<file path="src/rtl/nor_cmd_pkg.sv">
package nor_cmd_pkg;
  typedef enum logic [1:0] {RM_ARRAY = 2'd0, RM_IDENT = 2'd1, RM_QUERY = 2'd2, RM_STATUS = 2'd3} rmode_e;
  typedef enum logic [2:0] {OP_IDLE, OP_PROG, OP_ERASE, OP_CHIP, OP_OTP} wop_e;
  typedef enum logic [2:0] {PD_NONE, PD_ERASE, PD_CHIP, PD_PROG, PD_LOCK, PD_OTP} pend_e;
  typedef enum logic [1:0] {LK_SET = 2'd0, LK_CLR = 2'd1, LK_DOWN = 2'd2} lkop_e;

  localparam logic [7:0] C_RD_ARRAY = 8'hFF;
  localparam logic [7:0] C_RD_IDENT = 8'h90;
  localparam logic [7:0] C_RD_QUERY = 8'h98;
  localparam logic [7:0] C_RD_STAT  = 8'h70;
  localparam logic [7:0] C_CLR_STAT = 8'h50;
  localparam logic [7:0] C_SUSPEND  = 8'hB0;
  localparam logic [7:0] C_CONFIRM  = 8'hD0;
  localparam logic [7:0] C_ERASE    = 8'h20;
  localparam logic [7:0] C_CHIP     = 8'h30;
  localparam logic [7:0] C_PROG_A   = 8'h40;
  localparam logic [7:0] C_PROG_B   = 8'h10;
  localparam logic [7:0] C_LOCK     = 8'h60;
  localparam logic [7:0] C_OTP      = 8'hC0;
  localparam logic [7:0] C_LK_SET   = 8'h01;
  localparam logic [7:0] C_LK_DOWN  = 8'h2F;
endpackage

</file>
<file path="src/rtl/nor_cmd_decode.sv">
module nor_cmd_decode
  import nor_cmd_pkg::*;
#(
  parameter int AW = 21
) (
  input  logic          clk,
  input  logic          rst_n,
  input  logic          wr_en,
  input  logic [AW-1:0] wr_addr,
  input  logic [15:0]   wr_data,
  input  logic          busy,
  input  logic          psusp,
  input  logic          esusp,
  input  logic          vpp_ok,
  input  logic          lk_allowed,
  output logic          start,
  output wop_e          start_op,
  output logic          susp_req,
  output logic          resume_req,
  output logic          set_eerr,
  output logic          set_perr,
  output logic          set_vpp,
  output logic          set_lock,
  output logic          clr_sts,
  output rmode_e        rd_mode,
  output logic          lk_cmd_valid,
  output lkop_e         lk_cmd_op,
  output logic [AW-1:0] lk_cmd_addr
);
  pend_e  pend_q, pend_d;
  rmode_e mode_q, mode_d;
  logic   lkv_q, lkv_d;
  lkop_e  lkop_q, lkop_d;
  logic [AW-1:0] lka_q;
  logic [7:0] code;

  assign code = wr_data[7:0];

  // gate an operation start on supply, then on block permission
  function automatic logic [2:0] gate(input logic v_ok, input logic allow, input logic use_lock);
    if (!v_ok)                 gate = 3'b010;  // supply abort
    else if (use_lock && !allow) gate = 3'b001; // lock abort
    else                       gate = 3'b100;  // go
  endfunction

  always_comb begin
    logic [2:0] g;
    pend_d     = pend_q;
    mode_d     = mode_q;
    lkv_d      = 1'b0;
    lkop_d     = lkop_q;
    start      = 1'b0;
    start_op   = OP_IDLE;
    susp_req   = 1'b0;
    resume_req = 1'b0;
    set_eerr   = 1'b0;
    set_perr   = 1'b0;
    set_vpp    = 1'b0;
    set_lock   = 1'b0;
    clr_sts    = 1'b0;
    g          = 3'b000;
    if (wr_en) begin
      if (busy) begin
        if (code == C_SUSPEND) susp_req = 1'b1;
        if (code == C_RD_STAT) mode_d = RM_STATUS;
      end else if (pend_q != PD_NONE) begin
        pend_d = PD_NONE;
        case (pend_q)
          PD_ERASE, PD_CHIP: begin
            if (code != C_CONFIRM || psusp || esusp) begin
              set_eerr = 1'b1;
              set_perr = 1'b1;
            end else begin
              g = gate(vpp_ok, lk_allowed, 1'b1);
              start    = g[2];
              set_vpp  = g[1];
              set_lock = g[0];
              start_op = (pend_q == PD_CHIP) ? OP_CHIP : OP_ERASE;
            end
          end
          PD_PROG: begin
            if (psusp) begin
              set_eerr = 1'b1;
              set_perr = 1'b1;
            end else begin
              g = gate(vpp_ok, lk_allowed, 1'b1);
              start    = g[2];
              set_vpp  = g[1];
              set_lock = g[0];
              start_op = OP_PROG;
            end
          end
          PD_OTP: begin
            if (esusp || psusp) begin
              set_perr = 1'b1;
            end else begin
              g = gate(vpp_ok, lk_allowed, 1'b0);
              start    = g[2];
              set_vpp  = g[1];
              start_op = OP_OTP;
            end
          end
          PD_LOCK: begin
            if (code == C_LK_SET) begin
              lkv_d = 1'b1; lkop_d = LK_SET;
            end else if (code == C_CONFIRM) begin
              lkv_d = 1'b1; lkop_d = LK_CLR;
            end else if (code == C_LK_DOWN) begin
              lkv_d = 1'b1; lkop_d = LK_DOWN;
            end else begin
              set_eerr = 1'b1;
              set_perr = 1'b1;
            end
          end
          default: ;
        endcase
      end else begin
        case (code)
          C_RD_ARRAY: mode_d = RM_ARRAY;
          C_RD_IDENT: mode_d = RM_IDENT;
          C_RD_QUERY: mode_d = RM_QUERY;
          C_RD_STAT:  mode_d = RM_STATUS;
          C_CLR_STAT: clr_sts = 1'b1;
          C_CONFIRM: begin
            if (psusp || esusp) begin
              resume_req = 1'b1;
              mode_d     = RM_STATUS;
            end
          end
          C_ERASE:           begin pend_d = PD_ERASE; mode_d = RM_STATUS; end
          C_CHIP:            begin pend_d = PD_CHIP;  mode_d = RM_STATUS; end
          C_PROG_A, C_PROG_B: begin pend_d = PD_PROG; mode_d = RM_STATUS; end
          C_LOCK:            begin pend_d = PD_LOCK;  mode_d = RM_STATUS; end
          C_OTP:             begin pend_d = PD_OTP;   mode_d = RM_STATUS; end
          default: ;
        endcase
      end
    end
  end

  always_ff @(posedge clk or negedge rst_n) begin
    if (!rst_n) begin
      pend_q <= PD_NONE;
      mode_q <= RM_ARRAY;
      lkv_q  <= 1'b0;
      lkop_q <= LK_SET;
      lka_q  <= '0;
    end else begin
      pend_q <= pend_d;
      mode_q <= mode_d;
      lkv_q  <= lkv_d;
      if (lkv_d) begin
        lkop_q <= lkop_d;
        lka_q  <= wr_addr;
      end
    end
  end

  assign rd_mode      = mode_q;
  assign lk_cmd_valid = lkv_q;
  assign lk_cmd_op    = lkop_q;
  assign lk_cmd_addr  = lka_q;
endmodule

</file>
<file path="src/rtl/nor_cmd_wsm.sv">
module nor_cmd_wsm
  import nor_cmd_pkg::*;
#(
  parameter int PROG_CYC  = 16,
  parameter int ERASE_CYC = 64
) (
  input  logic clk,
  input  logic rst_n,
  input  logic start,
  input  wop_e start_op,
  input  logic susp_req,
  input  logic resume_req,
  output logic busy,
  output logic psusp,
  output logic esusp
);
  localparam int MAXC = (PROG_CYC > ERASE_CYC) ? PROG_CYC : ERASE_CYC;
  localparam int CW   = $clog2(MAXC + 1);

  wop_e          op_q, op_d;
  logic [CW-1:0] cnt_q, cnt_d;
  logic [CW-1:0] psav_q, psav_d, esav_q, esav_d;
  logic          ps_q, ps_d, es_q, es_d;

  always_comb begin
    op_d   = op_q;
    cnt_d  = cnt_q;
    psav_d = psav_q;
    esav_d = esav_q;
    ps_d   = ps_q;
    es_d   = es_q;
    if (op_q == OP_IDLE) begin
      if (start) begin
        op_d  = start_op;
        cnt_d = (start_op == OP_PROG || start_op == OP_OTP) ? CW'(PROG_CYC - 1) : CW'(ERASE_CYC - 1);
      end else if (resume_req) begin
        if (ps_q) begin
          op_d  = OP_PROG;
          cnt_d = psav_q;
          ps_d  = 1'b0;
        end else if (es_q) begin
          op_d  = OP_ERASE;
          cnt_d = esav_q;
          es_d  = 1'b0;
        end
      end
    end else begin
      if (cnt_q == '0) begin
        op_d = OP_IDLE;
      end else if (susp_req && op_q == OP_PROG) begin
        op_d   = OP_IDLE;
        ps_d   = 1'b1;
        psav_d = cnt_q - 1'b1;
      end else if (susp_req && op_q == OP_ERASE) begin
        op_d   = OP_IDLE;
        es_d   = 1'b1;
        esav_d = cnt_q - 1'b1;
      end else begin
        cnt_d = cnt_q - 1'b1;
      end
    end
  end

  always_ff @(posedge clk or negedge rst_n) begin
    if (!rst_n) begin
      op_q   <= OP_IDLE;
      cnt_q  <= '0;
      psav_q <= '0;
      esav_q <= '0;
      ps_q   <= 1'b0;
      es_q   <= 1'b0;
    end else begin
      op_q   <= op_d;
      cnt_q  <= cnt_d;
      psav_q <= psav_d;
      esav_q <= esav_d;
      ps_q   <= ps_d;
      es_q   <= es_d;
    end
  end

  assign busy  = (op_q != OP_IDLE);
  assign psusp = ps_q;
  assign esusp = es_q;
endmodule

</file>
<file path="src/rtl/nor_cmd_status.sv">
module nor_cmd_status
  import nor_cmd_pkg::*;
#(
  parameter int          AW       = 21,
  parameter int          BLK_LSB  = 16,
  parameter logic [15:0] MFR_CODE = 16'h00B0,
  parameter logic [15:0] DEV_CODE = 16'h00A0
) (
  input  logic          clk,
  input  logic          rst_n,
  input  logic          busy,
  input  logic          psusp,
  input  logic          esusp,
  input  logic          set_eerr,
  input  logic          set_perr,
  input  logic          set_vpp,
  input  logic          set_lock,
  input  logic          clr_sts,
  input  rmode_e        rd_mode,
  input  logic [AW-1:0] rd_addr,
  input  logic          lk_locked,
  input  logic          lk_down,
  input  logic [15:0]   arr_rdata,
  input  logic [15:0]   qry_rdata,
  output logic [15:0]   status,
  output logic [15:0]   rd_data,
  output logic          eerr_o
);
  localparam logic [BLK_LSB-1:0] CFG_OFS = BLK_LSB'(2);

  logic eerr_q, perr_q, vpp_q, lock_q;
  logic eerr_d, perr_d, vpp_d, lock_d;
  logic [15:0] id_word;

  always_comb begin
    eerr_d = eerr_q;
    perr_d = perr_q;
    vpp_d  = vpp_q;
    lock_d = lock_q;
    if (clr_sts) begin
      eerr_d = 1'b0;
      perr_d = 1'b0;
      vpp_d  = 1'b0;
      lock_d = 1'b0;
    end
    if (set_eerr) eerr_d = 1'b1;
    if (set_perr) perr_d = 1'b1;
    if (set_vpp)  vpp_d  = 1'b1;
    if (set_lock) lock_d = 1'b1;
  end

  always_ff @(posedge clk or negedge rst_n) begin
    if (!rst_n) begin
      eerr_q <= 1'b0;
      perr_q <= 1'b0;
      vpp_q  <= 1'b0;
      lock_q <= 1'b0;
    end else begin
      eerr_q <= eerr_d;
      perr_q <= perr_d;
      vpp_q  <= vpp_d;
      lock_q <= lock_d;
    end
  end

  always_comb begin
    if (busy) status = 16'h0000;
    else      status = {8'h00, 1'b1, esusp, eerr_q, perr_q, vpp_q, psusp, lock_q, 1'b0};
  end

  always_comb begin
    if (rd_addr == AW'(0))                   id_word = MFR_CODE;
    else if (rd_addr == AW'(1))              id_word = DEV_CODE;
    else if (rd_addr[BLK_LSB-1:0] == CFG_OFS) id_word = {14'h0, lk_down, lk_locked};
    else                                     id_word = 16'h0000;
  end

  always_comb begin
    case (rd_mode)
      RM_ARRAY: rd_data = arr_rdata;
      RM_IDENT: rd_data = id_word;
      RM_QUERY: rd_data = qry_rdata;
      default:  rd_data = status;
    endcase
  end

  assign eerr_o = eerr_q;
endmodule

</file>
<file path="src/rtl/nor_cmd_ctrl.sv">
module nor_cmd_ctrl
  import nor_cmd_pkg::*;
#(
  parameter int          AW        = 21,
  parameter int          BLK_LSB   = 16,
  parameter int          PROG_CYC  = 16,
  parameter int          ERASE_CYC = 64,
  parameter logic [15:0] MFR_CODE  = 16'h00B0,
  parameter logic [15:0] DEV_CODE  = 16'h00A0
) (
  input  logic          clk,
  input  logic          rst_n,
  input  logic          wr_en,
  input  logic [AW-1:0] wr_addr,
  input  logic [15:0]   wr_data,
  input  logic [AW-1:0] rd_addr,
  output logic [15:0]   rd_data,
  input  logic [15:0]   arr_rdata,
  input  logic [15:0]   qry_rdata,
  input  logic          vpp_ok,
  output logic [AW-1:0] lk_addr,
  input  logic          lk_locked,
  input  logic          lk_down,
  input  logic          lk_allowed,
  output logic          lk_cmd_valid,
  output logic [1:0]    lk_cmd_op,
  output logic [AW-1:0] lk_cmd_addr,
  output logic          busy,
  output logic [15:0]   status,
  output logic [1:0]    rd_mode
);
  logic [1:0] rst_sync_q;
  logic       rst_int_n;

  always_ff @(posedge clk or negedge rst_n) begin
    if (!rst_n) rst_sync_q <= 2'b00;
    else        rst_sync_q <= {rst_sync_q[0], 1'b1};
  end
  assign rst_int_n = rst_sync_q[1];

  logic   start_w, susp_req_w, resume_req_w;
  wop_e   start_op_w;
  logic   set_eerr_w, set_perr_w, set_vpp_w, set_lock_w, clr_sts_w;
  logic   psusp_w, esusp_w, eerr_w;
  rmode_e mode_w;
  lkop_e  lkop_w;

  assign lk_addr = wr_en ? wr_addr : rd_addr;

  nor_cmd_decode #(.AW(AW)) u_dec (
    .clk(clk), .rst_n(rst_int_n),
    .wr_en(wr_en), .wr_addr(wr_addr), .wr_data(wr_data),
    .busy(busy), .psusp(psusp_w), .esusp(esusp_w),
    .vpp_ok(vpp_ok), .lk_allowed(lk_allowed),
    .start(start_w), .start_op(start_op_w),
    .susp_req(susp_req_w), .resume_req(resume_req_w),
    .set_eerr(set_eerr_w), .set_perr(set_perr_w),
    .set_vpp(set_vpp_w), .set_lock(set_lock_w), .clr_sts(clr_sts_w),
    .rd_mode(mode_w),
    .lk_cmd_valid(lk_cmd_valid), .lk_cmd_op(lkop_w), .lk_cmd_addr(lk_cmd_addr)
  );

  nor_cmd_wsm #(.PROG_CYC(PROG_CYC), .ERASE_CYC(ERASE_CYC)) u_wsm (
    .clk(clk), .rst_n(rst_int_n),
    .start(start_w), .start_op(start_op_w),
    .susp_req(susp_req_w), .resume_req(resume_req_w),
    .busy(busy), .psusp(psusp_w), .esusp(esusp_w)
  );

  nor_cmd_status #(.AW(AW), .BLK_LSB(BLK_LSB), .MFR_CODE(MFR_CODE), .DEV_CODE(DEV_CODE)) u_sts (
    .clk(clk), .rst_n(rst_int_n),
    .busy(busy), .psusp(psusp_w), .esusp(esusp_w),
    .set_eerr(set_eerr_w), .set_perr(set_perr_w),
    .set_vpp(set_vpp_w), .set_lock(set_lock_w), .clr_sts(clr_sts_w),
    .rd_mode(mode_w), .rd_addr(rd_addr),
    .lk_locked(lk_locked), .lk_down(lk_down),
    .arr_rdata(arr_rdata), .qry_rdata(qry_rdata),
    .status(status), .rd_data(rd_data), .eerr_o(eerr_w)
  );

  assign rd_mode   = mode_w;
  assign lk_cmd_op = lkop_w;
endmodule

</file>
<file path="config.mk">
export PLATFORM = sky130hd
export DESIGN_NAME = nor_cmd_ctrl
export DESIGN_NICKNAME = d
export VERILOG_FILES = /design/src/rtl/nor_cmd_pkg.sv /design/src/rtl/nor_cmd_decode.sv /design/src/rtl/nor_cmd_wsm.sv /design/src/rtl/nor_cmd_status.sv /design/src/rtl/nor_cmd_ctrl.sv
export SDC_FILE = /design/constraint.sdc
export NUM_CORES = 1
export LEC_CHECK = 0
export CORE_UTILIZATION = 43
export DETAILED_ROUTE_END_ITERATION = 10
export PLACE_DENSITY = 0.82
export SLEW_MARGIN = 40
export SYNTH_ARGS = -nofsm -noshare
export SYNTH_HDL_FRONTEND = slang
export SYNTH_SLANG_ARGS = --single-unit
</file>
<file path="constraint.sdc">
create_clock -name clk -period 2.23 [get_ports clk]
set_input_delay 0.446 -clock clk [delete_from_list [all_inputs] [get_ports clk]]
set_output_delay 0.446 -clock clk [all_outputs]
set_load 0.02 [all_outputs]
</file>
# [Word-level counts from Yosys, hierarchy flattened]
# Index checks and enable logic that the tools add are counted.
[totals] ff_bits=61 latch_bits=0 ramBits=0 rom_bits=0 out_inout_bits=80 memories=0
[op_classes] add_sub_neg=1 n_mul=0 div=0 n_lt_le_gt_ge=0 n_eq_ne=40 shifts=0 mux=113 bitwise=4 reduce_logical=34
[ops] op="1-bit 2-to-1 mux" n=66
[ops] op="7-bit 2-to-1 mux" n=8
[ops] op="3-bit 2-to-1 mux" n=17
[ops] op="8-bit == test (second input constant)" n=6
[ops] op="16-bit one-hot mux with 3 select lines" n=1
[ops] op="8-bit by 7-bit == test with 1-bit output (second input constant)" n=4
[ops] op="16-bit 2-to-1 mux" n=2
[ops] op="8-bit by 6-bit == test with 1-bit output (second input constant)" n=3
[ops] op="21-bit by 1-bit == test with 1-bit output (second input constant)" n=1
[ops] op="21-bit logical NOT" n=1
[ops] op="21-bit 2-to-1 mux" n=1
[ops] op="16-bit by 2-bit == test with 1-bit output (second input constant)" n=1
[ops] op="2-bit 2-to-1 mux" n=8
[ops] op="3-bit one-hot mux with 5 select lines" n=1
[ops] op="6-bit AND reduction" n=2
[ops] op="2-bit nonzero test" n=6
[ops] op="6-bit nonzero test" n=2
[ops] op="2-bit one-hot mux with 5 select lines" n=1
[ops] op="5-bit AND reduction" n=2
[ops] op="3-bit by 1-bit == test with 1-bit output (second input constant)" n=3
[ops] op="3-bit by 2-bit == test with 1-bit output (second input constant)" n=3
[ops] op="3-bit == test (second input constant)" n=3
[ops] op="1-bit one-hot mux with 3 select lines" n=3
[ops] op="3-bit one-hot mux with 3 select lines" n=1
[ops] op="other kinds (27)" n=46

# [Logic depth before layout (Yosys ltp)]
# Gate-level depths: netlist of the first run.
[depth] word_depth=13 ltp_mapped=9 depth_no_buf=8

# [By module]
# A second synthesis of the first run with hierarchy kept.
[unflattened] hier_cells=413 hier_area_um2=4068.9
[modules_own_cells] module="nor_cmd_decode" instances=1 cells_each=155 area_per_inst_um2=1582.8 seq_area_each_um2=725.7
[modules_own_cells] module="nor_cmd_wsm" instances=1 cells_each=146 area_per_inst_um2=1432.6 seq_area_each_um2=650.6
[modules_own_cells] module="nor_cmd_status" instances=1 cells_each=86 area_per_inst_um2=665.6 seq_area_each_um2=100.1
[modules_own_cells] module="nor_cmd_ctrl" instances=1 cells_each=26 area_per_inst_um2=387.9 seq_area_each_um2=50.0

# [Worst setup path after synthesis of the first run]
# OpenSTA, ideal clock, no wires.
[synth_timing] kind="flip-flop to output port" startpoint="reg u_wsm.op_q[1]" endpoint="out rd_data[7]" t_arrival_ns=2.001 required_time_ns=1.784 setup_slack_ns=-0.217 path_stages_with_launch=7 path_buffers=2 cell_sequence="dfrtp_1 -> or3_1 -> buf_6 -> clkinv_2 -> clkbuf_1 -> nand2_1 -> a31oi_1"
[synth_between] elab_chain_len=3
[synth_lines] element="from (decl)" line_no="nor_cmd_wsm.sv:20" text="wop_e op_q, op_d;"
[synth_lines] element="from (signal assigned)" line_no="nor_cmd_wsm.sv:73" text="op_q <= op_d;"
[synth_lines] element="3-bit nonzero test" line_no="nor_cmd_wsm.sv:82" text="assign busy = (op_q != OP_IDLE);"
[synth_lines] element="8-bit 2-to-1 mux" line_no="nor_cmd_status.sv:67" text="if (busy) status = 16'h0000;"
[synth_lines] element="net status[7]" line_no="nor_cmd_ctrl.sv:29" text="output logic [15:0] status,"
[synth_lines] element="16-bit one-hot mux with 3 select lines" line_no="nor_cmd_status.sv:79" text="case (rd_mode)"
[synth_lines] element="to (decl)" line_no="nor_cmd_ctrl.sv:17" text="output logic [15:0] rd_data,"
# The timed path passes the listed nets, and every way through them passes these cells.

# [Worst setup path in the final report of the first run]
[layout_timing] startpoint="in rd_addr[14]" endpoint="out rd_data[1]"
[layout_between] elab_chain_len=5
[layout_lines] element="from (decl)" line_no="nor_cmd_ctrl.sv:16" text="input logic [AW-1:0] rd_addr,"
[layout_lines] element="16-bit by 2-bit == test with 1-bit output" line_no="nor_cmd_status.sv:74" text="else if (rd_addr[BLK_LSB-1:0] == CFG_OFS) id_word = {14'h0, lk_down, lk_locked};"
[layout_lines] element="2-bit 2-to-1 mux" line_no="nor_cmd_status.sv:74"
[layout_lines] element="16-bit 2-to-1 mux" line_no="nor_cmd_status.sv:73" text="else if (rd_addr == AW'(1)) id_word = DEV_CODE;"
[layout_lines] element="16-bit 2-to-1 mux (*)" line_no="nor_cmd_status.sv:72" text="if (rd_addr == AW'(0)) id_word = MFR_CODE;"
[layout_lines] element="16-bit one-hot mux with 3 select lines (*)" line_no="nor_cmd_status.sv:79"
# Mark *: on every way between the ends. The rest lies on a longest branch, timed or not.

==> flow_summary.yaml, run 1 <==
timing:
  rsz0062_at_grt: "yes"
  tns_ns: -2.91
  final.setup_skew_ns: 0.0122
  period_needed_ns: 2.56
  min_period_over_period: 1.15
  drv_slew: 0
  setup_viol: 17
  maxSlewHeadroom: 0.575
  worst_slack_ns: -0.326
  tightest_slew_ns: 0.637
  timing.hold.ws_ns: 0.259
  finalHoldViolCount: 0
  fmax_ghz: 0.391
global_routing:
  grt_max_degree: 34
  grt_usage: 0.303
  grt_pass1_wl_mm: 22.6
  grt-ovfl-total: 0
  antenna_found_initial: 0
  grt_pass1_vias: 4266
synthesis:
  netlist_area_sq_um: 4010
  yosysWarnings: 0
  synth_cell_types: 68
  synth_edf_count: 0
  synthArstFlopShare: 1.00
  synth-main-ff-cell: "dfrtp_1"
  synthCells: 407
  syn_avg_cell_area_sq_um: 9.85
  ys_seq_area_frac: 0.381
  ys_ff_latch: 61
worst_setup_path:
  cpPeakStageDelay_ns: 0.30
  rr_startpoint: "u_wsm.op_q[0]"
  crit_slowest_cell: "nor4_2"
  cpLargestDelayFamily: "simple AND/OR/NAND/NOR gates"
  endpoint_kind: "primary output"
  crit_path_max_fanout: 2
  path_cells: "clkdlybuf4s15_1 > nor4_2 > nand4_1 > buf_4 > nor3b_4 > nand3_2 > and3_4 > a21oi_2 > buf_6"
  crit_type: "input pin to primary output"
  worstPathRequired_ns: 1.78
  timing.reg2reg.setup_slack_ns: 0.05
  r2r.worst_path.cells: 9
  crit_arrival_ns: 2.11
  crit_buf_inv: 3
  rr_endpoint: "u_dec.lk_cmd_addr[5]"
  start_kind: "input pin"
cells_and_area:
  fin_util: 0.750
  seq_area_sq_um: 1530
  nNetsFinal: 732
  n_antenna_cell: 0
  layout_common_cells: "clkdlybuf4s50_1 (101), buf_4 (79), dfrtp_1 (59)"
  multi_input_area_sq_um: 2460
  stdcell_count: 747
  final_common_cell: "clkdlybuf4s50_1"
  final_layout_size_suffix_gt1_frac: 0.322
  synthToLayoutAreaGrowth_pct: 66.4
  fillers: 542
worst_hold_path:
  hold_path.class: "input pin to async pin"
floorplan:
  core_area_sq_um: 8890
  ios: 177
  die_h_um: 98.6
  die_area_sq_um: 9710
  die_w_um: 98.6
  start_util: 0.451
  row_count: 34
clocking:
  cts_tree: "built"
  cts.path.max_buffers: 2
  clkTransAtPathRegs_ns: 0.07
  cts-root-buf: "clkbuf_8"
  htree_num_levels: 3
  cts_num_sinks: 61
  clock_latency_ns: 0.36
  cts-hold-fix-buffers: 0
  cts_made_buffers: 9
power_and_ir_drop:
  power_density_nw_per_um2: 716
  vdd_drop_max_v: 0.000541
  p_total_uw: 4770
  p_leak_uw: 0.00306
flow_run:
  drv_cap: 0
status:
  status: "finished, violations left"
  violations: "negative setup slack"
placement:
  place_hpwl_mm: 10.0
  portBuffers: 159
  place_congestion: 0.915
  post-place-cells: 717
detailed_routing:
  drc: 0
  ant_nets: 0
  num_vias: 4293
  wl_mm: 14.9
  routedWlPerCell_um: 20.0
  first_iter_violations: 337
  via_per_inst: 5.75
  drtPass1Iterations: 5
worst max path at each step:
stage	start	end	slack, ns	depth (start not counted)
after global placement	rd_addr[10]	rd_data[4]	-1.14	9
after detailed placement	rd_addr[11]	rd_data[1]	-1.17	10
after floorplan	u_wsm.op_q[1]	rd_data[3]	-0.06	6
after global routing	u_dec.rd_mode[1]	rd_data[1]	-0.38	8
after CTS	u_dec.rd_mode[1]	rd_data[4]	-0.50	7
final	rd_addr[14]	rd_data[1]	-0.33	9
worst register-to-register path, stage by stage, from the launching register on:
cell     delay, ns
dfrtp_1       0.38
or3_4         0.40
inv_4         0.09
buf_8         0.12
nand2_4       0.07
nor4_4        0.29
buf_4         0.18
buf_12        0.10
buf_16        0.12
mux2_1        0.33
flip-flops by register name, summed over array words and instances (netlist names):
| signal | cells |
|---|---|
| u_sts.perr_q | 1 |
| u_dec.rd_mode | 2 |
| u_sts.eerr_o | 1 |
| u_wsm.esusp | 1 |
| u_sts.vpp_q | 1 |
| u_wsm.psav_q | 7 |
| u_dec.pend_q | 3 |
| rst_sync_q | 2 |
| u_wsm.op_q | 3 |
| u_dec.lk_cmd_addr | 21 |
| u_dec.lk_cmd_op | 2 |
| u_wsm.esav_q | 7 |
| u_dec.lk_cmd_valid | 1 |
| u_wsm.cnt_q | 7 |
| u_sts.lock_q | 1 |
| u_wsm.psusp | 1 |
cell usage after synthesis (4+ instances only):
cell type | instances | share of area
a21oi_1 | 9 | 0.011
buf_2 | 8 | 0.010
mux2_1 | 11 | 0.031
dfrtp_1 | 61 | 0.38
nor2_1 | 30 | 0.028
mux2_4 | 10 | 0.037
a31oi_1 | 4 | 0.0062
a21o_1 | 4 | 0.0075
or4_1 | 4 | 0.0075
o22ai_1 | 4 | 0.0062
nor3_1 | 5 | 0.0062
buf_1 | 5 | 0.0047
nor4_1 | 4 | 0.0062
and2_1 | 6 | 0.0094
nand2_1 | 33 | 0.031
buf_4 | 10 | 0.019
nand4_1 | 7 | 0.011
xnor2_1 | 6 | 0.013
mux2_2 | 27 | 0.076
mux2i_1 | 22 | 0.055
nor2b_1 | 10 | 0.016
clkbuf_1 | 8 | 0.0075
nand2b_1 | 5 | 0.0078
o21ai_0 | 33 | 0.041
inv_1 | 7 | 0.0066
o31ai_1 | 5 | 0.0094
nand3_1 | 10 | 0.012
layer usage:
layer / vias up / GRT usage / wire length (um)
met5: - / 0 / 0
met2: 235 / 0.542 / 7560
met4: 0 / 0.137 / 635
met1: 2070 / 0.333 / 5640
met3: 57 / 0.0872 / 1080
li1: 1931 / - / -
what timing repair did:
item / 4_1_cts / 5_1_grt
pin swaps: 16 / 16
setup buffers: 8 / 8
cloned: 3 / 0
setup endpoints to repair: 69 / 60
gates resized for setup: 112 / 57
area by class of cell:
class | instances | area share
Timing Repair Buffer | 242 | 0.343
Inverter | 8 | 0.00488
Tap cell | 108 | 0.0203
Clock buffer | 10 | 0.0206
Multi-Input combinational cell | 312 | 0.370
Clock inverter | 6 | 0.0129
Sequential cell | 61 | 0.229
power by group:
part	switching [uW]	leakage [uW]	internal, uW
logic	1130	0.00214	1150
registers	144	0.000813	1230
clock network	470	0.000112	657
total	1740	0.00306	3030
stage by stage:
| stage | area, sq um | setup slack [ns] |
|---|---|---|
| after floorplan | 4100 | -0.0622 |
| after global placement | 6180 | -1.14 |
| after detailed placement | 6180 | -1.17 |
| after CTS | 6550 | -0.503 |
| after global routing | 6670 | -0.377 |
| final | 6670 | -0.326 |
cell families (layout without fill, tap and decap cells):
| logic type | count (synthesis) | in the layout | share of synthesized area |
|---|---|---|---|
| AOI/OAI and AO/OA | 90 | 90 | 0.158 |
| xor gates and xnor gates | 7 | 7 | 0.0153 |
| adders and majority gates | 1 | 1 | 0.00312 |
| buffers and inverters | 42 | 266 | 0.0571 |
| DFF | 61 | 61 | 0.381 |
| muxes | 70 | 70 | 0.199 |
| other | 2 | 10 | 0.00187 |
| and+or+nand+nor | 134 | 134 | 0.184 |
Note: power is estimated with default switching activity, not from simulation.
==> run 2: changes to the inputs <==
--- a/config.mk
+++ b/config.mk
@@ -5,9 +5,12 @@
 export SDC_FILE = /design/constraint.sdc
 export NUM_CORES = 1
 export LEC_CHECK = 0
-export CORE_UTILIZATION = 43
+export ABC_AREA = 1
+export CORE_ASPECT_RATIO = 1.1
+export CORE_UTILIZATION = 42
+export CTS_CLUSTER_DIAMETER = 50
 export DETAILED_ROUTE_END_ITERATION = 10
-export PLACE_DENSITY = 0.82
+export PLACE_DENSITY = 0.81
 export SLEW_MARGIN = 40
 export SYNTH_ARGS = -nofsm -noshare
 export SYNTH_HDL_FRONTEND = slang
==> run 2 against run 1 <==
The run still ends with negative setup slack left. Clock power up 12%. Critical path type unchanged. Sequential cell count unchanged. Register-to-register slack better by 0.31 ns. Synthesized area fell by 2.0%. Worst hold slack worse by 0.0035 ns. Fmax increased by 11%. Global-route usage decreased by 2.2 points. Critical path depth fell by 2. Die area grew 0.37%.
==> flow_summary.yaml, run 2 <==
detailed_routing:
  drc: 0
  via_per_inst: 5.05
  drtPass1Iterations: 5
  first_iter_violations: 158
  num_vias: 4549
  routedWlPerCell_um: 15.3
  wl_mm: 13.8
  ant_nets: 0
clocking:
  clkTransAtPathRegs_ns: 0.06
  cts_num_sinks: 61
  clock_latency_ns: 0.34
  cts_made_buffers: 9
  cts-hold-fix-buffers: 0
  cts_tree: "built"
  cts-root-buf: "clkbuf_8"
  htree_num_levels: 3
  cts.path.max_buffers: 2
power_and_ir_drop:
  pwr-share-seq: 0.242
  p_sw_frac: 0.422
  comb_power_share: 0.541
  p_sw_uw: 2440
  vdd_drop_max_v: 0.000821
  intPower_uw: 3350
  p_leak_uw: 0.00336
  power_density_nw_per_um2: 921
  clockPowerShare: 0.217
timing:
  setup_viol: 2
  timing.hold.ws_ns: 0.255
  tns_ns: -0.0666
  min_period_over_period: 1.03
  final.setup_skew_ns: 0.00606
  worst_slack_ns: -0.0660
  finalHoldViolCount: 0
  drv_slew: 0
  tightest_slew_ns: 0.542
  fmax_ghz: 0.436
  rsz0062_at_grt: "yes"
  period_needed_ns: 2.30
  maxSlewHeadroom: 0.639
worst_setup_path:
  worstPathRequired_ns: 1.78
  endpoint_kind: "primary output"
  crit_arrival_ns: 1.85
  crit_path_max_fanout: 3
  crit_type: "input pin to primary output"
  start_kind: "input pin"
synthesis:
  ys_top_cells_by_count: "nand2_1 (212), dfrtp_1 (61), inv_1 (52)"
  synth-main-ff-cell: "dfrtp_1"
  yosysTopAreaCellShare: 0.388
  ys_ff_latch: 61
  ys_seq_area_frac: 0.388
  synth_edf_count: 0
  synth_cell_types: 39
  synth_top_cell_by_area: "dfrtp_1"
  yosysWarnings: 0
  syn_avg_cell_area_sq_um: 6.87
  yosys.cell_count.top_type: "nand2_1"
  netlist_area_sq_um: 3930
  synthCells: 572
  synthArstFlopShare: 1.00
  yosys-top-cells-area: "dfrtp_1 (39%), nand2_1 (20%), inv_1 (5.0%)"
floorplan:
  core_area_sq_um: 8960
  die_h_um: 103
  die_area_sq_um: 9750
  row_count: 36
  die_w_um: 94.2
  ios: 177
  start_util: 0.438
cells_and_area:
  largest_reg_flops: 21
  n_antenna_cell: 0
  postLayoutCellArea_sq_um: 6290
  synthToLayoutAreaGrowth_pct: 60.1
  layout_common_cells: "nand2_1 (211), clkdlybuf4s50_1 (97), dfrtp_1 (58)"
  final_layout_size_suffix_gt1_frac: 0.177
  nNetsFinal: 880
  final_common_cell: "nand2_1"
placement:
  portBuffers: 159
  placed_cell_area_sq_um: 5980
  place_hpwl_mm: 10.8
  place_congestion: 0.930
flow_run:
  drv_cap: 0
global_routing:
  grt-ovfl-total: 0
  antenna_found_initial: 0
  grt_pass1_vias: 4420
  grt_usage: 0.281
  grt_max_degree: 39
  grt_pass1_wl_mm: 20.9
worst_hold_path:
  hold_path.class: "flip-flop to async pin"
status:
  violations: "negative setup slack"
  status: "finished, violations left"
-- run 2: cell count changes after synthesis, moves of 7 or more --
cell	delta
nand2_1	+179
inv_1	+45
mux2_2	-27
o21ai_1	+24
nand3_1	+21
mux2i_1	-19
inv_2	+12
mux2_1	-11
mux2_4	-10
nor2b_1	-10
a21oi_1	-7
-- run 2: logic make-up (layout without fill, tap and decap cells) --
family	count (synthesis)	after routing	share of synthesized area
AND/OR/NAND/NOR	330	330	0.370
multiplexers	3	3	0.00764
XOR/XNOR	4	4	0.00891
other	2	10	0.00191
AO/OA/AOI/OAI	81	81	0.120
adder cells (fa/ha/maj)	1	1	0.00318
buffers and inverters	90	297	0.100
flip-flops	61	61	0.388
-- run 2: power groups by stage --
stage          sequential (uW)  combinational, uW  clock [uW]
3_5_place_dp              1410               3250           0
5_1_grt                   1420               3420        1330
2_1_floorplan             1400               1800           0
3_3_place_gp              1400               3200           0
6_report                  1400               3130        1260
4_1_cts                   1400               3110        1280
-- run 2: area by class of cell --
type	instances	area [sq um]
repair buffers	216	2010
clock buffers	13	169
clock inverters	3	90.1
fillers	722	2670
inverters	65	246
multi-input cells	429	2100
flip-flops and latches	61	1530
well taps	114	143
-- run 2: through the flow --
| step | total power, uW | setup WS (ns) | utilization | cells |
|---|---|---|---|---|
| floorplan | 3200 | 0.131 | - | 580 |
| CTS | 5790 | 0.00160 | 0.697 | 900 |
| detailed placement | 4660 | -0.608 | 0.668 | 881 |
| finish | 5790 | -0.0660 | 0.702 | 901 |
| global placement | 4600 | -0.568 | 0.668 | 881 |
| global route | 6160 | -0.129 | 0.702 | 901 |
-- run 2: critical path, stage by stage --
cell and delay, ns:
dlygate4sd2_1 0.24, inv_1 0.06, nand4_1 0.19, nor4_2 0.41, nand4_1 0.13, a2bb2oi_1 0.20, buf_4 0.17
-- run 2: final timing paths --
check,depth (start not counted),from,endpoint,slack (ns)
hold / removal,0,rst_sync_q[1],u_dec.lk_cmd_addr[18],0.26
setup / recovery,7,rd_addr[7],rd_data[1],-0.07
setup reg to reg,11,u_wsm.op_q[1],u_wsm.cnt_q[4],0.36
hold reg to reg,0,rst_sync_q[1],u_dec.lk_cmd_addr[18],0.26
max in group asynchronous,1,rst_sync_q[1],u_dec.pend_q[1],1.38
min in group clk,0,rst_sync_q[0],rst_sync_q[1],0.36
-- run 2: repair_timing --
item / CTS / global route
setup buffers: 3 / 1
gates resized for setup: 83 / 33
pin swaps: 12 / 7
setup endpoints to repair: 45 / 27
-- run 2: routing by layer --
metal  wire (um)  part of all wire  global-route usage  vias to the layer above
met1        5160              0.37               0.308                     2095
li1            -                 -                   -                     2244
met4         474             0.034               0.140                        0
met3        1050             0.076              0.0651                       38
met5           0                 0                   0                        -
met2        7100              0.51               0.509                      172
==> run 3: changes to the inputs <==
--- a/config.mk
+++ b/config.mk
@@ -7,10 +7,11 @@
 export LEC_CHECK = 0
 export ABC_AREA = 1
 export CORE_ASPECT_RATIO = 1.1
-export CORE_UTILIZATION = 42
+export CORE_UTILIZATION = 60
 export CTS_CLUSTER_DIAMETER = 50
 export DETAILED_ROUTE_END_ITERATION = 10
-export PLACE_DENSITY = 0.81
+export DONT_BUFFER_PORTS = 1
+export PLACE_DENSITY = 0.76
 export SLEW_MARGIN = 40
 export SYNTH_ARGS = -nofsm -noshare
 export SYNTH_HDL_FRONTEND = slang
==> run 3 against run 2 <==
Clock power decreased by 35%. Cell count decreased by 25%. The flow now finishes without violations. Die area decreased by 29%. Largest power group unchanged. Utilization decreased by 0.75 points. Combinational power decreased by 19%. Critical path depth decreased by 1. Worst setup slack improved by 0.15 ns. Final area decreased by 31%. Global-route usage increased by 5.1 points. Critical endpoint is now rd_data[2].
==> flow_summary.yaml, run 3 (synthesis results as in run 2) <==
status:
  status: "finished, final reports clean"
clocking:
  cts-root-buf: "clkbuf_8"
  clkTransAtPathRegs_ns: 0.08
  cts_tree: "built"
  htree_num_levels: 3
  cts_made_buffers: 9
  clock_latency_ns: 0.34
  cts_num_sinks: 61
  postCtsSetupRepairBufs: 0
  cts.path.max_buffers: 2
power_and_ir_drop:
  vdd_drop_max_v: 0.000593
  p_leak_uw: 0.00234
  p_total_uw: 4760
  power_density_nw_per_um2: 1100
worst_setup_path:
  worstPathRequired_ns: 1.78
  crit_slowest_cell: "dfrtp_1"
  crit_arrival_ns: 1.70
  cpPeakStageDelay_ns: 0.41
  endpoint_kind: "primary output"
  crit_type: "flip-flop to primary output"
  crit_path_max_fanout: 19
  path_cells: "nor2_2 > nand2_2 > buf_8 > nor2_1 > a22oi_1 > nand2_1"
  start_kind: "flip-flop"
floorplan:
  core_area_sq_um: 6230
  row_count: 30
  start_util: 0.631
  ios: 177
  die_area_sq_um: 6880
  die_h_um: 86.9
  die_w_um: 79.2
flow_run:
  drv_cap: 0
cells_and_area:
  n_antenna_cell: 0
  layout_common_cells: "nand2_1 (211), dfrtp_1 (59), inv_1 (52)"
  synthToLayoutAreaGrowth_pct: 10.1
  final_common_cell: "nand2_1"
  final_layout_size_suffix_gt1_frac: 0.147
  fillers: 545
  largest_reg_flops: 21
  nNetsFinal: 692
detailed_routing:
  drtPass1Iterations: 5
  wl_mm: 11.4
  ant_nets: 0
  via_per_inst: 5.70
  drc: 0
  routedWlPerCell_um: 16.8
  num_vias: 3865
  first_iter_violations: 227
timing:
  drv_slew: 0
  setup_viol: 0
  min_period_over_period: 0.961
  maxSlewHeadroom: 0.532
  tns_ns: 0
  final.setup_skew_ns: 0.0171
  tightest_slew_ns: 0.695
  fmax_ghz: 0.467
  finalHoldViolCount: 0
  worst_slack_ns: 0.0871
  period_needed_ns: 2.14
placement:
  portBuffers: 0
  post-place-ws_ns: 0.229
  place_congestion: 0.923
  place_hpwl_mm: 8.71
global_routing:
  grt_pass1_vias: 3501
  grt_max_degree: 38
  grt_pass1_wl_mm: 17.3
  antenna_found_initial: 0
  grt-ovfl-total: 0
  grt_usage: 0.332
worst_hold_path:
  hold_path.class: "input pin to flip-flop"
run 3: power breakdown:
part	switching [uW]	internal [uW]	leakage, uW
Clock	428	395	0.0000792
Sequential	180	1240	0.000806
Combinational	1720	795	0.00145
run 3: final cells by class:
cell class / count / area, sq um / share of cell area
clock buffer: 11 / 131 / 0.0304
tap: 80 / 100 / 0.0231
sequential: 61 / 1530 / 0.353
timing repair buffer: 28 / 236 / 0.0547
clock inverter: 4 / 26.3 / 0.00607
multi-input combinational: 429 / 2050 / 0.475
inverter: 65 / 249 / 0.0575
run 3: what timing repair did:
| item | CTS | global route |
|---|---|---|
| setup endpoints to repair | 6 | 12 |
| pin swaps | 0 | 1 |
| hold buffers | 1 | 0 |
| resized for setup | 2 | 9 |
| endpoints found under the hold margin | 2 | 0 |
run 3: worst max-delay path: cells and delay by family, from the launching register on:
| family | cells | cell delay, ns |
|---|---|---|
| AND/OR/NAND/NOR | 4 | 0.63 |
| flip-flops | 1 | 0.41 |
| buffers and inverters | 1 | 0.18 |
| AO/OA/AOI/OAI | 1 | 0.12 |
run 3: worst paths after layout:
| kind | start | endpoint | slack, ns | depth (start not counted) |
|---|---|---|---|---|
| max in group asynchronous | rst_sync_q[1] | u_wsm.esusp | 1.38 | 1 |
| min in group asynchronous | rst_sync_q[1] | u_dec.lk_cmd_op[1] | 0.25 | 0 |
| max reg2reg | u_wsm.op_q[1] | u_dec.lk_cmd_addr[20] | 0.30 | 9 |
| min | wr_addr[2] | u_dec.lk_cmd_addr[2] | 0.21 | 2 |
| max | u_wsm.op_q[1] | rd_data[2] | 0.09 | 6 |
| min reg2reg | rst_sync_q[1] | u_dec.lk_cmd_op[1] | 0.25 | 0 |
run 3: metrics by stage:
step | std cells | util | hold slack [ns] | instance area, sq um
final | 678 | 0.694 | 0.209 | 4330
after global routing | 678 | 0.694 | 0.207 | 4330
after CTS | 678 | 0.690 | 0.202 | 4300
after detailed placement | 662 | 0.663 | 0.150 | 4130
after global placement | 662 | 0.663 | 0.150 | 4130
after floorplan | 580 | - | 0.150 | 3960
run 3: per-layer routing:
layer,track usage,up-vias,part of all wire
met2,0.549,182,0.49
met4,0.0975,0,0.024
met1,0.415,1798,0.39
met3,0.107,23,0.092
met5,0,-,0
li1,-,1862,-
